[config.mk]
export PLATFORM = sky130hd
export DESIGN_NAME = ebuf_delay_mon
export DESIGN_NICKNAME = d
export VERILOG_FILES = /design/src/rtl/ebdm_pkg.sv /design/src/rtl/ebdm_period_timer.sv /design/src/rtl/ebdm_delay_calc.sv /design/src/rtl/ebdm_hold.sv /design/src/rtl/ebuf_delay_mon.sv
export SDC_FILE = /design/constraint.sdc
export NUM_CORES = 1
export LEC_CHECK = 0
export BUFFER_PORTS_ARGS = -buffer_cell sky130_fd_sc_hd__clkbuf_2
export CAP_MARGIN = 20
export CELL_PAD_IN_SITES_DETAIL_PLACEMENT = 1
export CELL_PAD_IN_SITES_GLOBAL_PLACEMENT = 1
export CORE_AREA = 2 2 73 75
export CTS_BUF_LIST = sky130_fd_sc_hd__clkbuf_16
export DETAILED_ROUTE_END_ITERATION = 10
export DIE_AREA = 0 0 75 77
export HOLD_SLACK_MARGIN = 0.15
export PLACE_DENSITY = 0.83
export SETUP_SLACK_MARGIN = 0.4
export SYNTH_ARGS = -nofsm -noshare
export SYNTH_HDL_FRONTEND = slang
export SYNTH_SLANG_ARGS = --single-unit
[constraint.sdc]
create_clock -name clk_i -period 2.1 [get_ports clk_i]
set_input_delay 0.42 -clock clk_i [delete_from_list [all_inputs] [get_ports clk_i]]
set_output_delay 0.42 -clock clk_i [all_outputs]
set_load 0.005 [all_outputs]
[src/rtl/ebdm_pkg.sv]
package ebdm_pkg;
  typedef enum logic {
    PER_ONE_FRAME = 1'b0,
    PER_TWO_FRAME = 1'b1
  } per_sel_e;
endpackage

[src/rtl/ebdm_period_timer.sv]
module ebdm_period_timer
  import ebdm_pkg::*;
#(
  parameter int FRAME_BITS = 193
) (
  input  logic     clk_i,
  input  logic     rst_ni,
  input  logic     bit_en_i,
  input  per_sel_e sel_i,
  output logic     tick_o
);
  localparam int CNT_W = $clog2(2 * FRAME_BITS);
  localparam logic [CNT_W-1:0] LIM_ONE = CNT_W'(FRAME_BITS - 1);
  localparam logic [CNT_W-1:0] LIM_TWO = CNT_W'(2 * FRAME_BITS - 1);

  logic [CNT_W-1:0] cnt_q;
  logic [CNT_W-1:0] limit;

  assign limit  = (sel_i == PER_TWO_FRAME) ? LIM_TWO : LIM_ONE;
  // >= so a shrinking period still terminates
  assign tick_o = bit_en_i && (cnt_q >= limit);

  always_ff @(posedge clk_i or negedge rst_ni) begin
    if (!rst_ni)       cnt_q <= '0;
    else if (tick_o)   cnt_q <= '0;
    else if (bit_en_i) cnt_q <= cnt_q + 1'b1;
  end
endmodule

[src/rtl/ebdm_delay_calc.sv]
module ebdm_delay_calc #(
  parameter int PTR_W     = 10,
  parameter int BUF_BITS  = 772,
  parameter int SLOT_BITS = 8,
  parameter int DELAY_W   = 6
) (
  input  logic [PTR_W-1:0]   wr_pos_i,
  input  logic [PTR_W-1:0]   rd_pos_i,
  output logic [DELAY_W-1:0] delay_o
);
  localparam int SHIFT = $clog2(SLOT_BITS);
  localparam logic [PTR_W:0] BUF_LEN = (PTR_W+1)'(BUF_BITS);
  localparam logic [DELAY_W-1:0] MAX_CODE = '1;
  localparam logic [PTR_W:0] MAX_WIDE = {{(PTR_W+1-DELAY_W){1'b0}}, MAX_CODE};

  logic [PTR_W:0] diff;
  logic [PTR_W:0] slots;

  always_comb begin
    if (wr_pos_i >= rd_pos_i) diff = {1'b0, wr_pos_i} - {1'b0, rd_pos_i};
    else                      diff = {1'b0, wr_pos_i} + BUF_LEN - {1'b0, rd_pos_i};
    slots = diff >> SHIFT;
    if (slots > MAX_WIDE) delay_o = MAX_CODE;
    else                  delay_o = slots[DELAY_W-1:0];
  end
endmodule

[src/rtl/ebdm_hold.sv]
module ebdm_hold #(
  parameter int DELAY_W = 6
) (
  input  logic               clk_i,
  input  logic               rst_ni,
  input  logic               tick_i,
  input  logic               freeze_i,
  input  logic               rd_i,
  input  logic               bypass_i,
  input  logic [DELAY_W-1:0] delay_i,
  output logic [DELAY_W-1:0] delay_o,
  output logic               valid_o
);
  logic               frozen_q;
  logic               seen_q;
  logic [DELAY_W-1:0] delay_q;
  logic               upd;

  assign upd = tick_i && !frozen_q && !freeze_i && !bypass_i;

  always_ff @(posedge clk_i or negedge rst_ni) begin
    if (!rst_ni) begin
      frozen_q <= 1'b0;
      seen_q   <= 1'b0;
      delay_q  <= '0;
    end else begin
      if (freeze_i)  frozen_q <= 1'b1;  // freeze beats read
      else if (rd_i) frozen_q <= 1'b0;
      if (upd) begin
        delay_q <= delay_i;
        seen_q  <= 1'b1;
      end
    end
  end

  assign delay_o = delay_q;
  assign valid_o = seen_q && !bypass_i;
endmodule

[src/rtl/ebuf_delay_mon.sv]
module ebuf_delay_mon
  import ebdm_pkg::*;
#(
  parameter int PTR_W      = 10,
  parameter int BUF_BITS   = 772,
  parameter int FRAME_BITS = 193,
  parameter int SLOT_BITS  = 8,
  parameter int DELAY_W    = 6
) (
  input  logic               clk_i,
  input  logic               rst_ni,
  input  logic               bit_en_i,
  input  logic [PTR_W-1:0]   wr_pos_i,
  input  logic [PTR_W-1:0]   rd_pos_i,
  input  logic               two_frame_i,
  input  logic               freeze_i,
  input  logic               rd_i,
  input  logic               bypass_i,
  output logic [DELAY_W-1:0] delay_o,
  output logic               valid_o
);
  logic               tick;
  logic [DELAY_W-1:0] calc;
  per_sel_e           sel;

  assign sel = per_sel_e'(two_frame_i);

  ebdm_period_timer #(.FRAME_BITS(FRAME_BITS)) u_timer (
    .clk_i(clk_i), .rst_ni(rst_ni), .bit_en_i(bit_en_i), .sel_i(sel), .tick_o(tick)
  );

  ebdm_delay_calc #(
    .PTR_W(PTR_W), .BUF_BITS(BUF_BITS), .SLOT_BITS(SLOT_BITS), .DELAY_W(DELAY_W)
  ) u_calc (
    .wr_pos_i(wr_pos_i), .rd_pos_i(rd_pos_i), .delay_o(calc)
  );

  ebdm_hold #(.DELAY_W(DELAY_W)) u_hold (
    .clk_i(clk_i), .rst_ni(rst_ni), .tick_i(tick), .freeze_i(freeze_i),
    .rd_i(rd_i), .bypass_i(bypass_i), .delay_i(calc),
    .delay_o(delay_o), .valid_o(valid_o)
  );
endmodule

==> flow_results.org <==
** Power and ir drop
- Across the VDD grid, the largest voltage drop is approximately 320 µV.
- PD cells :: just under 600 nW/µm²
- Leak pwr :: 0.00142 µW
- The design draws 1700 µW.

** CTS
- CTS built an H-tree with a depth of 1.
- The longest clock path from root to sink contains 2 buffers.
- Worst-skew pair later-pin latency :: between 0.2 and 0.3 ns
- Clock net sink count :: 17
- Clock-pin slew was measured on the worst setup and hold paths at 0.05 ns.
- Counting the buffers created by CTS gives 3.
- TritonCTS built the clock tree.
- The tree is rooted in a clkbuf_16.

** Drt
- Once detail routing completed, the nets flagged for antenna violations numbered 0.
- Detail-routed via count per cell :: a little over 5
- Routed via count :: 1,924
- Summed over all layers, the routed wires come to 5930 µm.
- DRC violations left :: 0
- The first TritonRoute pass finished after 4 iterations.
- Routed length per placed instance :: 15.6 µm
- After the first detailed-routing iteration, the DRC count stood at 22.

** STA
- The final number of hold-violating endpoints came to 0.
- Slack of the critical path :: -0.438 ns
- Static timing analysis puts the maximum clock frequency at approximately 390 MHz.
- Setup violations, final :: 6
- RSZ-0062 raised after global routing :: true
- The number of max-slew violations in the final report is 0.
- The worst pin sits at a relative slew slack of between 70% and 80%.
- Final Critical Period :: 2.54 ns
- Period Utilization, post-route :: 121%
- Worst clock skew :: roughly 0.0032 ns
- At the pin with the least slew margin, the transition time is about 0.45 ns.

** Synthesis
- Warnings, synthesis :: 0
- Yosys mapped a number of flops with a built-in enable equal to 0.
- Syn Nets :: 275
- Synthesis produced roughly 220 cells.
- Summed over its instances, the top area cell type makes up a little under a quarter of the synthesized netlist area.
- Leading post-synthesis cells by cell area :: dfrtp_1 23%, ha_1 16%, inv_1 7.2%
- After synthesis, the mean cell area works out to roughly 8.4 µm².
- Of the synthesized area, sequential elements account for 23.2%.
- Dominant synthesized flop cell :: dfrtp_1
- In this run the cell area of the synthesized design comes to ~1800 µm².
- Number of synthesized register bits :: 17
- The number of different library cells used by synthesis comes to 44.
- The biggest area contributor in the post-synthesis netlist is dfrtp_1.
- Fraction of synthesis flops using an asynchronous set or reset pin :: between 90% and 100%

** Floorplan
- In this run the count of I/O pins placed on the die edge is 34.
- Measured along the x axis, the die boundary spans ~75 µm.
- Area of the core :: about 5000 µm²
- Site Rows :: 26
- Area enclosed by the die boundary :: 5780 µm²
- In this run the vertical extent of the chip is about 77 µm.
- Initial Util :: between 30% and 40%

** Layout
- After routing the design area is around 2900 µm².
- The repair_antennas step left the layout with diodes totalling 0.
- Net total in the final layout :: between 300 and 400
- Fill cells in the final layout number between 500 and 600.
- Signed area change from the synthesized netlist to the final layout :: 56.1%
- Layout cells sized above 1 :: between 40 and 50%

** Worst setup path
- The largest single stage delay on the critical path is around 0.52 ns.
- Slowest cell on the critical path :: fa_1
- STA classifies the critical path startpoint as an input pin.
- Cell Chain, Critical Path :: buf_8 -> inv_8 -> ha_4 -> fa_1 -> nor3b_2 -> or4_4 -> and3_4 -> a31oi_4 -> mux2i_2 -> o22ai_4 -> a21oi_2
- Largest fanout on the critical path :: 6
- Type of the setup path with the least slack :: in -> reg
- Arrival time worst endpoint :: between 2 and 3 ns
- Required time at the worst-slack endpoint :: roughly 2.3 ns
- Sort of element at the end of the critical path :: flop

** Placement
- After detailed placement, the total cell area comes to between 2000 and 2500 µm².
- Setup slack after placement :: -0.651 ns
- Summed over all nets, the half-perimeter wirelength after detailed placement is around 4200 µm.
- Final weighted congestion of routability-driven global placement :: around 0.83
- Port buffering added 33 buffers.

** Global route
- Vias in the first global route :: roughly 2,000
- Tot GR Track Use :: 19.4%
- The total overflow left after global routing is 0.
- The first global-routing pass estimated about 8700 µm of wire.
- The number of antenna violations at the first check in global routing is 0.
- Entering global routing, the biggest net connects 18 pins.

** Outcome
- Outcome :: finished, violations left
- The final reports fail on setup timing.

** Flow run
- Max-cap violations in this run came to 0.

** Min path
- Type of the most critical hold path :: in -> reg
flip-flops by register name, indices dropped and copies added, names as in the netlist:
signal,cells
u_timer.cnt_q,9
u_hold.delay_o,6
u_hold.frozen_q,1
u_hold.seen_q,1
stage by stage:
step / hold WS (ns) / std cells / setup TNS (ns) / util [%]
finish: 0.374 / 380 / -2.23 / 57.6
global route: 0.388 / 380 / -2.73 / 57.6
CTS: 0.380 / 373 / -2.01 / 53.3
detailed placement: 0.377 / 362 / -3.83 / 49.2
global placement: 0.368 / 362 / -3.21 / 49.2
floorplan: 0.124 / 218 / -1.94 / -
cells in the mapped netlist (all sizes together), types with 2 or more instances:
cell type and n:
xor2 7, nor2 13, ha 24, nand4 4
xnor2 9, dfrtp 17, nand2b 3, inv 35
fa 6, nand2 19, mux2i 4, nand3 4
o31ai 6, a31oi 3, a21oi 17, nor2b 3
nor3 6, o21bai 2, a21o 3, o21ai 11
and3 3
cells in the final DEF, fill, tap and decap left out, drive strengths merged, types with 2 or more instances in the layout:
cell type	Yosys	final
a21oi	17	17
o21ai	11	11
nand2b	3	3
dfrtp	17	17
and3	3	3
nor3	6	6
nand2	19	19
nor2	13	13
xor2	7	7
a21o	3	3
xnor2	9	9
nand3	4	4
fa	6	6
nand4	4	4
ha	24	24
o21bai	2	2
o31ai	6	6
buf	1	58
nor2b	3	3
clkbuf	1	34
mux2i	4	4
a31oi	3	3
inv	35	36
final timing paths:
path / from / end / slack [ns] / cells after the start
min reg2reg: u_hold.seen_q / u_hold.seen_q / 0.48 / 1
min in group asynchronous: rst_ni / u_hold.delay_o[2] / 0.66 / 2
max in group asynchronous: rst_ni / u_hold.delay_o[3] / 1.14 / 2
min: freeze_i / u_hold.frozen_q / 0.37 / 2
max: rd_pos_i[1] / u_hold.delay_o[2] / -0.44 / 11
max reg2reg: u_timer.cnt_q[8] / u_hold.delay_o[2] / 0.03 / 9
repair_timing:
item / 4_1_cts / 5_1_grt
gates resized for setup: 12 / 43
hold endpoints to repair: 17 / 0
hold buffers: 1 / 0
pin swaps: 10 / 29
endpoints found under the setup margin: 12 / 15
setup buffers: 6 / 7
worst max-delay path: cells and delay by family:
kind | cells | cell delay (ns)
buffers and inverters | 2 | 0.11
AND/OR/NAND/NOR | 3 | 0.66
multiplexers | 1 | 0.31
AO/OA/AOI/OAI | 3 | 0.52
adder cells (fa/ha/maj) | 2 | 0.67
power breakdown:
group,internal [µW],switching (µW)
Clock,253,133
Combinational,419,395
Sequential,383,116
Total,1060,643
area by class of cell:
class | instances | area [µm²] | area share (%)
Clock buffer | 3 | 75.1 | 2.62
Clock inverter | 1 | 3.75 | 0.131
Inverter | 35 | 141 | 4.93
Multi-Input combinational cell | 164 | 1510 | 52.7
Sequential cell | 17 | 425 | 14.8
Tap cell | 70 | 87.6 | 3.06
Timing Repair Buffer | 90 | 623 | 21.7
kinds of logic after synthesis:
family	synth area share [%]
muxes	2.18
adders and majority gates	22.9
xor gates and xnor gates	7.63
AOI/OAI and AO/OA	18.4
and+or+nand+nor	18.1
buffers and inverters	7.63
DFF	23.2
layer usage:
metal  global-route usage, %  vias to the layer above  share of wire (%)
met3                    1.58                       10                2.1
li1                        -                      929                  -
met1                    20.1                      945                 36
met5                       0                        -                  0
met4                    4.82                        0                1.1
met2                    39.5                       40                 60
(Power assumes the default switching activity.)
